===== src/rtl/dsw_pkg.sv =====
package dsw_pkg;
   // width of the identity field in an address word
   localparam int CS_W = 2;
   // positions of the raw serial inputs inside the synchronizer bus
   localparam int IDX_SCK = 0;
   localparam int IDX_SDI = 1;
   localparam int IDX_LAT = 2;
   localparam int IDX_SEL = 3;
   localparam int IDX_POR = 4;
   localparam int IN_W    = 5;
endpackage


===== src/rtl/dsw_sync.sv =====
module dsw_sync #(
   parameter int WIDTH  = 1,
   parameter int STAGES = 2
) (
   input  logic             clk,
   input  logic             rst_n,
   input  logic [WIDTH-1:0] din_i,
   output logic [WIDTH-1:0] dout_o
);
   generate
      if (STAGES < 2) begin : g_bad_stages
         $error("dsw_sync: STAGES must be at least 2");
      end
   endgenerate

   logic [WIDTH-1:0] stg_q [STAGES];

   always_ff @(posedge clk) begin
      if (!rst_n) begin
         for (int i = 0; i < STAGES; i++) stg_q[i] <= '0;
      end else begin
         stg_q[0] <= din_i;
         for (int i = 1; i < STAGES; i++) stg_q[i] <= stg_q[i-1];
      end
   end

   assign dout_o = stg_q[STAGES-1];
endmodule


===== src/rtl/dsw_edge.sv =====
module dsw_edge #(
   parameter bit RISING = 1'b1
) (
   input  logic clk,
   input  logic rst_n,
   input  logic lvl_i,
   output logic edge_o
);
   logic prev_q;

   always_ff @(posedge clk) begin
      if (!rst_n) prev_q <= 1'b0;
      else        prev_q <= lvl_i;
   end

   generate
      if (RISING) begin : g_rise
         assign edge_o = lvl_i & ~prev_q;
      end else begin : g_fall
         assign edge_o = ~lvl_i & prev_q;
      end
   endgenerate

   // a detected edge lasts a single cycle
   assert_edge_pulse_R1: assert property (@(posedge clk) disable iff (!rst_n)
      edge_o |=> !edge_o);
endmodule


===== src/rtl/dsw_addr_decode.sv =====
module dsw_addr_decode import dsw_pkg::*; #(
   parameter int ROW_W = 3,
   parameter int DEC_W = 1 + ROW_W + CS_W
) (
   input  logic [DEC_W-1:0] word_i,
   input  logic [CS_W-1:0]  cs_strap_i,
   output logic             hit_o,
   output logic [ROW_W-1:0] row_o
);
   generate
      if (DEC_W != 1 + ROW_W + CS_W) begin : g_bad_width
         $error("dsw_addr_decode: DEC_W must equal 1 + ROW_W + CS_W");
      end
   endgenerate

   logic             marker;
   logic [CS_W-1:0]  ident;

   assign marker = word_i[0];
   assign row_o  = word_i[ROW_W:1];
   assign ident  = word_i[DEC_W-1:ROW_W+1];
   assign hit_o  = marker && (ident == cs_strap_i);
endmodule


===== src/rtl/dsw_row_ram.sv =====
module dsw_row_ram #(
   parameter int ROWS     = 8,
   parameter int COLS     = 64,
   parameter bit READ_REG = 1'b1,
   localparam int ROW_W   = $clog2(ROWS)
) (
   input  logic             clk,
   input  logic             we_i,
   input  logic [ROW_W-1:0] wa_i,
   input  logic [COLS-1:0]  wd_i,
   input  logic [ROW_W-1:0] ra_i,
   output logic [COLS-1:0]  rd_o
);
   logic [COLS-1:0] mem [ROWS];

   always_ff @(posedge clk) begin
      if (we_i) mem[wa_i] <= wd_i;
   end

   generate
      if (READ_REG) begin : g_reg_read
         always_ff @(posedge clk) rd_o <= mem[ra_i];
      end else begin : g_comb_read
         assign rd_o = mem[ra_i];
      end
   endgenerate
endmodule


===== src/rtl/dsw_serial_writer.sv =====
module dsw_serial_writer import dsw_pkg::*; #(
   parameter int COLS        = 64,
   parameter int ROWS        = 8,
   parameter int ADDR_BITS   = 8,
   parameter int SYNC_STAGES = 2,
   parameter bit READ_REG    = 1'b1,
   localparam int ROW_W      = $clog2(ROWS)
) (
   input  logic             clk,
   input  logic             rst_n,
   input  logic             por_i,
   input  logic             sck_i,
   input  logic             sdi_i,
   input  logic             lat_i,
   input  logic             sel_addr_i,
   input  logic [1:0]       cs_strap_i,
   input  logic [ROW_W-1:0] rd_row_i,
   output logic [COLS-1:0]  rd_data_o
);
   localparam int DEC_W = 1 + ROW_W + CS_W;

   generate
      if (ROWS != (1 << ROW_W)) begin : g_bad_rows
         $error("dsw_serial_writer: ROWS must be a power of two");
      end
      if (ADDR_BITS < DEC_W) begin : g_bad_addr
         $error("dsw_serial_writer: ADDR_BITS too small for marker, row and identity");
      end
      if (COLS < ADDR_BITS) begin : g_bad_cols
         $error("dsw_serial_writer: COLS must cover an address word");
      end
   endgenerate

   // ---- synchronize and detect edges ----
   logic [IN_W-1:0] raw, lvl;
   logic            sck_rise, lat_fall;
   logic            sdi_s, lat_s, sel_s, por_s;

   assign raw[IDX_SCK] = sck_i;
   assign raw[IDX_SDI] = sdi_i;
   assign raw[IDX_LAT] = lat_i;
   assign raw[IDX_SEL] = sel_addr_i;
   assign raw[IDX_POR] = por_i;

   dsw_sync #(.WIDTH(IN_W), .STAGES(SYNC_STAGES)) u_sync (
      .clk(clk), .rst_n(rst_n), .din_i(raw), .dout_o(lvl));

   dsw_edge #(.RISING(1'b1)) u_sck_edge (
      .clk(clk), .rst_n(rst_n), .lvl_i(lvl[IDX_SCK]), .edge_o(sck_rise));

   dsw_edge #(.RISING(1'b0)) u_lat_edge (
      .clk(clk), .rst_n(rst_n), .lvl_i(lvl[IDX_LAT]), .edge_o(lat_fall));

   assign sdi_s = lvl[IDX_SDI];
   assign lat_s = lvl[IDX_LAT];
   assign sel_s = lvl[IDX_SEL];
   assign por_s = lvl[IDX_POR];

   // ---- shift register: first bit in ends at the top column ----
   logic [COLS-1:0] sr_q;

   always_ff @(posedge clk) begin
      if (!rst_n)                   sr_q <= '0;
      else if (sck_rise && !por_s)  sr_q <= {sr_q[COLS-2:0], sdi_s};
   end

   // ---- level latch: tracks the shift register while the strobe is high ----
   logic [COLS-1:0] latch_q;

   always_ff @(posedge clk) begin
      if (!rst_n)     latch_q <= '0;
      else if (lat_s) latch_q <= sr_q;
   end

   // ---- address word, restored to arrival order (bit 0 first) ----
   logic [DEC_W-1:0] dec_word;
   logic             addr_hit;
   logic [ROW_W-1:0] addr_row;

   always_comb begin
      for (int k = 0; k < DEC_W; k++) dec_word[k] = latch_q[ADDR_BITS-1-k];
   end

   dsw_addr_decode #(.ROW_W(ROW_W), .DEC_W(DEC_W)) u_dec (
      .word_i(dec_word), .cs_strap_i(cs_strap_i), .hit_o(addr_hit), .row_o(addr_row));

   // ---- stored row and write strobe ----
   logic             addr_take, ram_we;
   logic [ROW_W-1:0] row_q;

   assign addr_take = lat_fall && sel_s && !por_s && addr_hit;
   assign ram_we    = lat_fall && !sel_s && !por_s;

   always_ff @(posedge clk) begin
      if (!rst_n)         row_q <= '0;
      else if (addr_take) row_q <= addr_row;
   end

   dsw_row_ram #(.ROWS(ROWS), .COLS(COLS), .READ_REG(READ_REG)) u_ram (
      .clk(clk), .we_i(ram_we), .wa_i(row_q), .wd_i(latch_q),
      .ra_i(rd_row_i), .rd_o(rd_data_o));

   // ---- assertions ----
   // the hold input freezes the shift path
   assert_por_freeze_R7: assert property (@(posedge clk) disable iff (!rst_n)
      por_s |=> $stable(sr_q));

   // the row moves only after an address-mode strobe
   assert_row_hold_R3: assert property (@(posedge clk) disable iff (!rst_n)
      !(lat_fall && sel_s) |=> $stable(row_q));

   // a row change needs the marker bit in the latched word
   assert_row_marker_R4: assert property (@(posedge clk) disable iff (!rst_n)
      !$stable(row_q) |-> $past(latch_q[ADDR_BITS-1]));

   // a data strobe gives a single write cycle
   assert_single_write_R5: assert property (@(posedge clk) disable iff (!rst_n)
      ram_we |=> !ram_we);

   // no memory write in address mode
   assert_no_addr_write_R5: assert property (@(posedge clk) disable iff (!rst_n)
      sel_s |-> !ram_we);
endmodule


===== config.mk =====
export PLATFORM = sky130hd
export DESIGN_NAME = dsw_serial_writer
export DESIGN_NICKNAME = d
export VERILOG_FILES = /design/src/rtl/dsw_pkg.sv /design/src/rtl/dsw_sync.sv /design/src/rtl/dsw_edge.sv /design/src/rtl/dsw_addr_decode.sv /design/src/rtl/dsw_row_ram.sv /design/src/rtl/dsw_serial_writer.sv
export SDC_FILE = /design/constraint.sdc
export NUM_CORES = 1
export LEC_CHECK = 0
export BUFFER_PORTS_ARGS = -buffer_cell sky130_fd_sc_hd__buf_2
export CAP_MARGIN = 0
export CORE_ASPECT_RATIO = 0.9
export CORE_MARGIN = 3
export CORE_UTILIZATION = 35
export CTS_BUF_LIST = sky130_fd_sc_hd__clkbuf_16
export CTS_CLUSTER_DIAMETER = 120
export DETAILED_ROUTE_END_ITERATION = 10
export GPL_TIMING_DRIVEN = 0
export HOLD_SLACK_MARGIN = 0.02
export PLACE_DENSITY = 0.57
export SYNTH_ARGS = -nofsm -noshare
export SYNTH_HDL_FRONTEND = slang
export SYNTH_SLANG_ARGS = --single-unit

===== constraint.sdc =====
create_clock -name clk -period 9.7 [get_ports clk]
set_input_delay 0 -clock clk [delete_from_list [all_inputs] [get_ports clk]]
set_output_delay 0 -clock clk [all_outputs]
set_load 0.1 [all_outputs]

==> results.json <==
{
  "status": "finished clean",
  "cp_max_fo": 9,
  "max_slew_margin": 0.210,
  "worstHoldPathType": "input port to flip-flop",
  "synth_area_leaders": "edfxtp_1 60%, dfxtp_1 16%, mux4_2 11%, mux2_2 2.8%, mux2i_1 2.6%",
  "worst_pin_slew_ns": 1.19,
  "grt-ovfl-total": 0,
  "crit_arrival_ns": 3.21,
  "hold-worst-slack_ns": 0.131,
  "hold_viol": 0,
  "synthesis.nets": 1357,
  "grt_util_all_layers": 0.134,
  "wl_per_cell_um": 20.1,
  "die_h_um": 263,
  "numCtsBuffers": 74,
  "synthXorXnorAreaFrac": 0.000680,
  "yosysWarnings": 0,
  "grt_start_max_net_pins": 25,
  "synth_compound_gate_area_share": 0.0187,
  "synth.mux.area_fraction": 0.166,
  "vdd_ir_drop_max_mv": 0.122,
  "worstSetupPathType": "flip-flop to flip-flop",
  "slowest_stage": "nor3_2",
  "rsz0062_at_grt": "false",
  "synth_cell_type_count": 23,
  "die_area_um2": 76900,
  "start_util": 0.356,
  "syn_area_um2": 25800,
  "cts_sinks": 719,
  "antenna_found_initial": 0,
  "cts-root-buf": "clkbuf_16",
  "top_layer": "met4",
  "gp_congestion": 0.689,
  "synth_adder_area_share": 0,
  "fp-row-count": 93,
  "cts_buffer_depth": 3,
  "layout_common_cells": "512 x edfxtp_1, 207 x dfxtp_1, 136 x nand2_1",
  "synth_cells": 1345,
  "yosys.area_share.simple": 0.0420,
  "firstDrtPassIters": 5,
  "dpl.hpwl_mm": 32.3,
  "postLayoutCellArea_um2": 30300,
  "p_leak_nw": 9.92,
  "drc_errors": 0,
  "routed_wl_mm": 51.2,
  "syn_area_per_cell_um2": 19.1,
  "synth_largest_area_cell": "edfxtp_1",
  "drive_gt1_frac": 0.275,
  "grt_pass1_vias": 12800,
  "slowest_delay_ns": 0.83,
  "die_x_um": 292,
  "synth_top_family_by_area": "multiplexers",
  "fmaxAchievable_ghz": 0.343,
  "fin_worst_skew_ns": 0.0181,
  "io_buffer_count": 71,
  "cp-end-kind": "flip-flop",
  "power.density_nw_per_um2": 208,
  "htree_num_levels": 3,
  "synth_seq_cells": 719,
  "critPathRequiredTime_ns": 9.99,
  "synth_top_area_frac": 0.597,
  "avgViaCountPerCell": 4.78,
  "cts_setup_buffers": 0,
  "crit_chain": "nor4b_1, nand2_1, nor3_2, buf_6, buf_8",
  "wl_met2_mm": 24.6,
  "ys_seq_area_frac": 0.758,
  "core-area_um2": 72300,
  "pre_cts_slack_ns": 6.87,
  "place_area_um2": 28000,
  "worstSkewPairLatency_ns": 0.60,
  "final_max_slew_viol_count": 0,
  "worst_setup_path_start_kind": "flip-flop",
  "wl_met1_mm": 23.5,
  "min_period_ns": 2.91,
  "area_growth_pct": 17.8,
  "io_pins": 76,
  "fin_ws_ns": 6.79,
  "nNetsFinal": 1546,
  "route.met3.wl_mm": 2.08,
  "grt_pass1_wl_mm": 78.6,
  "first_iter_violations": 598,
  "drtAntennaViolNets": 0,
  "setup_viol": 0,
  "final_common_cell": "edfxtp_1",
  "path_clk_slew_ns": 0.06,
  "via_count": 12200,
  "min_period_over_period": 0.300,
  "cts_tree": "built",
  "drv_cap": 0
}
state kept, by name, indices dropped and copies added, names as in the netlist:
signal,flops
u_sync.stg_q,10
u_lat_edge.prev_q,1
latch_q,64
u_ram.mem,512
sr_q,64
u_ram.rd_o,64
u_sck_edge.prev_q,1
row_q,3
worst paths after layout:
kind / cells past startpoint / to / startpoint / slack, ns
min: 5 / row_q[2] / cs_strap_i[1] / 0.13
max: 5 / u_ram.mem[1][27] / u_sync.stg_q[0][7] / 6.79
min reg2reg: 1 / u_sync.stg_q[0][7] / u_sync.stg_q[0][2] / 0.43
max reg2reg: 5 / u_ram.mem[1][27] / u_sync.stg_q[0][7] / 6.79
metrics by stage:
step | util | total power (W) | TNS [ns] | std cells
floorplan | - | 0.00364 | 0 | 1345
global placement | 0.378 | 0.00371 | -160.26 | 2366
detailed placement | 0.387 | 0.00371 | 0 | 2401
CTS | 0.420 | 0.00639 | 0 | 2544
global route | 0.420 | 0.00652 | 0 | 2544
finish | 0.420 | 0.00630 | 0 | 2546
per-layer routing:
layer,GRT usage,vias to the layer above
met5,0,-
met4,0.0432,0
met3,0.0243,74
met2,0.216,205
met1,0.185,6321
li1,-,5576
worst max-delay path: cells and delay by family (launching register included):
kind	cells	cell delay, ns
DFF	1	0.35
buffers and inverters	2	0.44
and+or+nand+nor	3	1.81
synthesized netlist by cell type:
cell / number
nor2b_1: 64
buf_1: 13
buf_2: 11
edfxtp_1: 512
nand2_1: 136
dfxtp_1: 207
xnor2_1: 2
and2_1: 12
a21boi_0: 64
mux4_2: 128
clkbuf_1: 35
buf_4: 3
nand2b_1: 3
mux2i_1: 67
nor3b_1: 1
nor4b_1: 1
nor4bb_1: 1
buf_6: 11
nor2_1: 6
and4_1: 1
mux2_2: 64
or3b_2: 1
nor3_1: 2
repair_timing:
action                                 4_1_cts  5_1_grt
resized for setup                            0        0
setup endpoints to repair                    0        0
hold buffers                                 7        0
endpoints found under the hold margin       17        0
where the power goes:
group          internal, W  switching [W]  leakage [nW]
logic             0.000106       0.000256          2.28
registers          0.00327     0.00000894          6.44
clock network      0.00153        0.00113          1.19
logic make-up (layout without fill, tap and decap cells):
| family | Yosys count | in the layout |
|---|---|---|
| flops | 719 | 719 |
| mux | 259 | 259 |
| simple gates | 228 | 228 |
| buf+inv | 73 | 322 |
| compound gates | 64 | 64 |
| xor+xnor | 2 | 2 |
| other cells | 0 | 2 |
cell type report:
class                      count  area, um^2
fill                        6277       41900
sequential                   719       19500
multi-input combinational    553        5910
clock buffer                  79        1980
tap                          950        1190
timing repair buffer         113        1030
buffer                        73         382
clock inverter                57         319
antenna                        2        5.00
(Power assumes the default switching activity.)
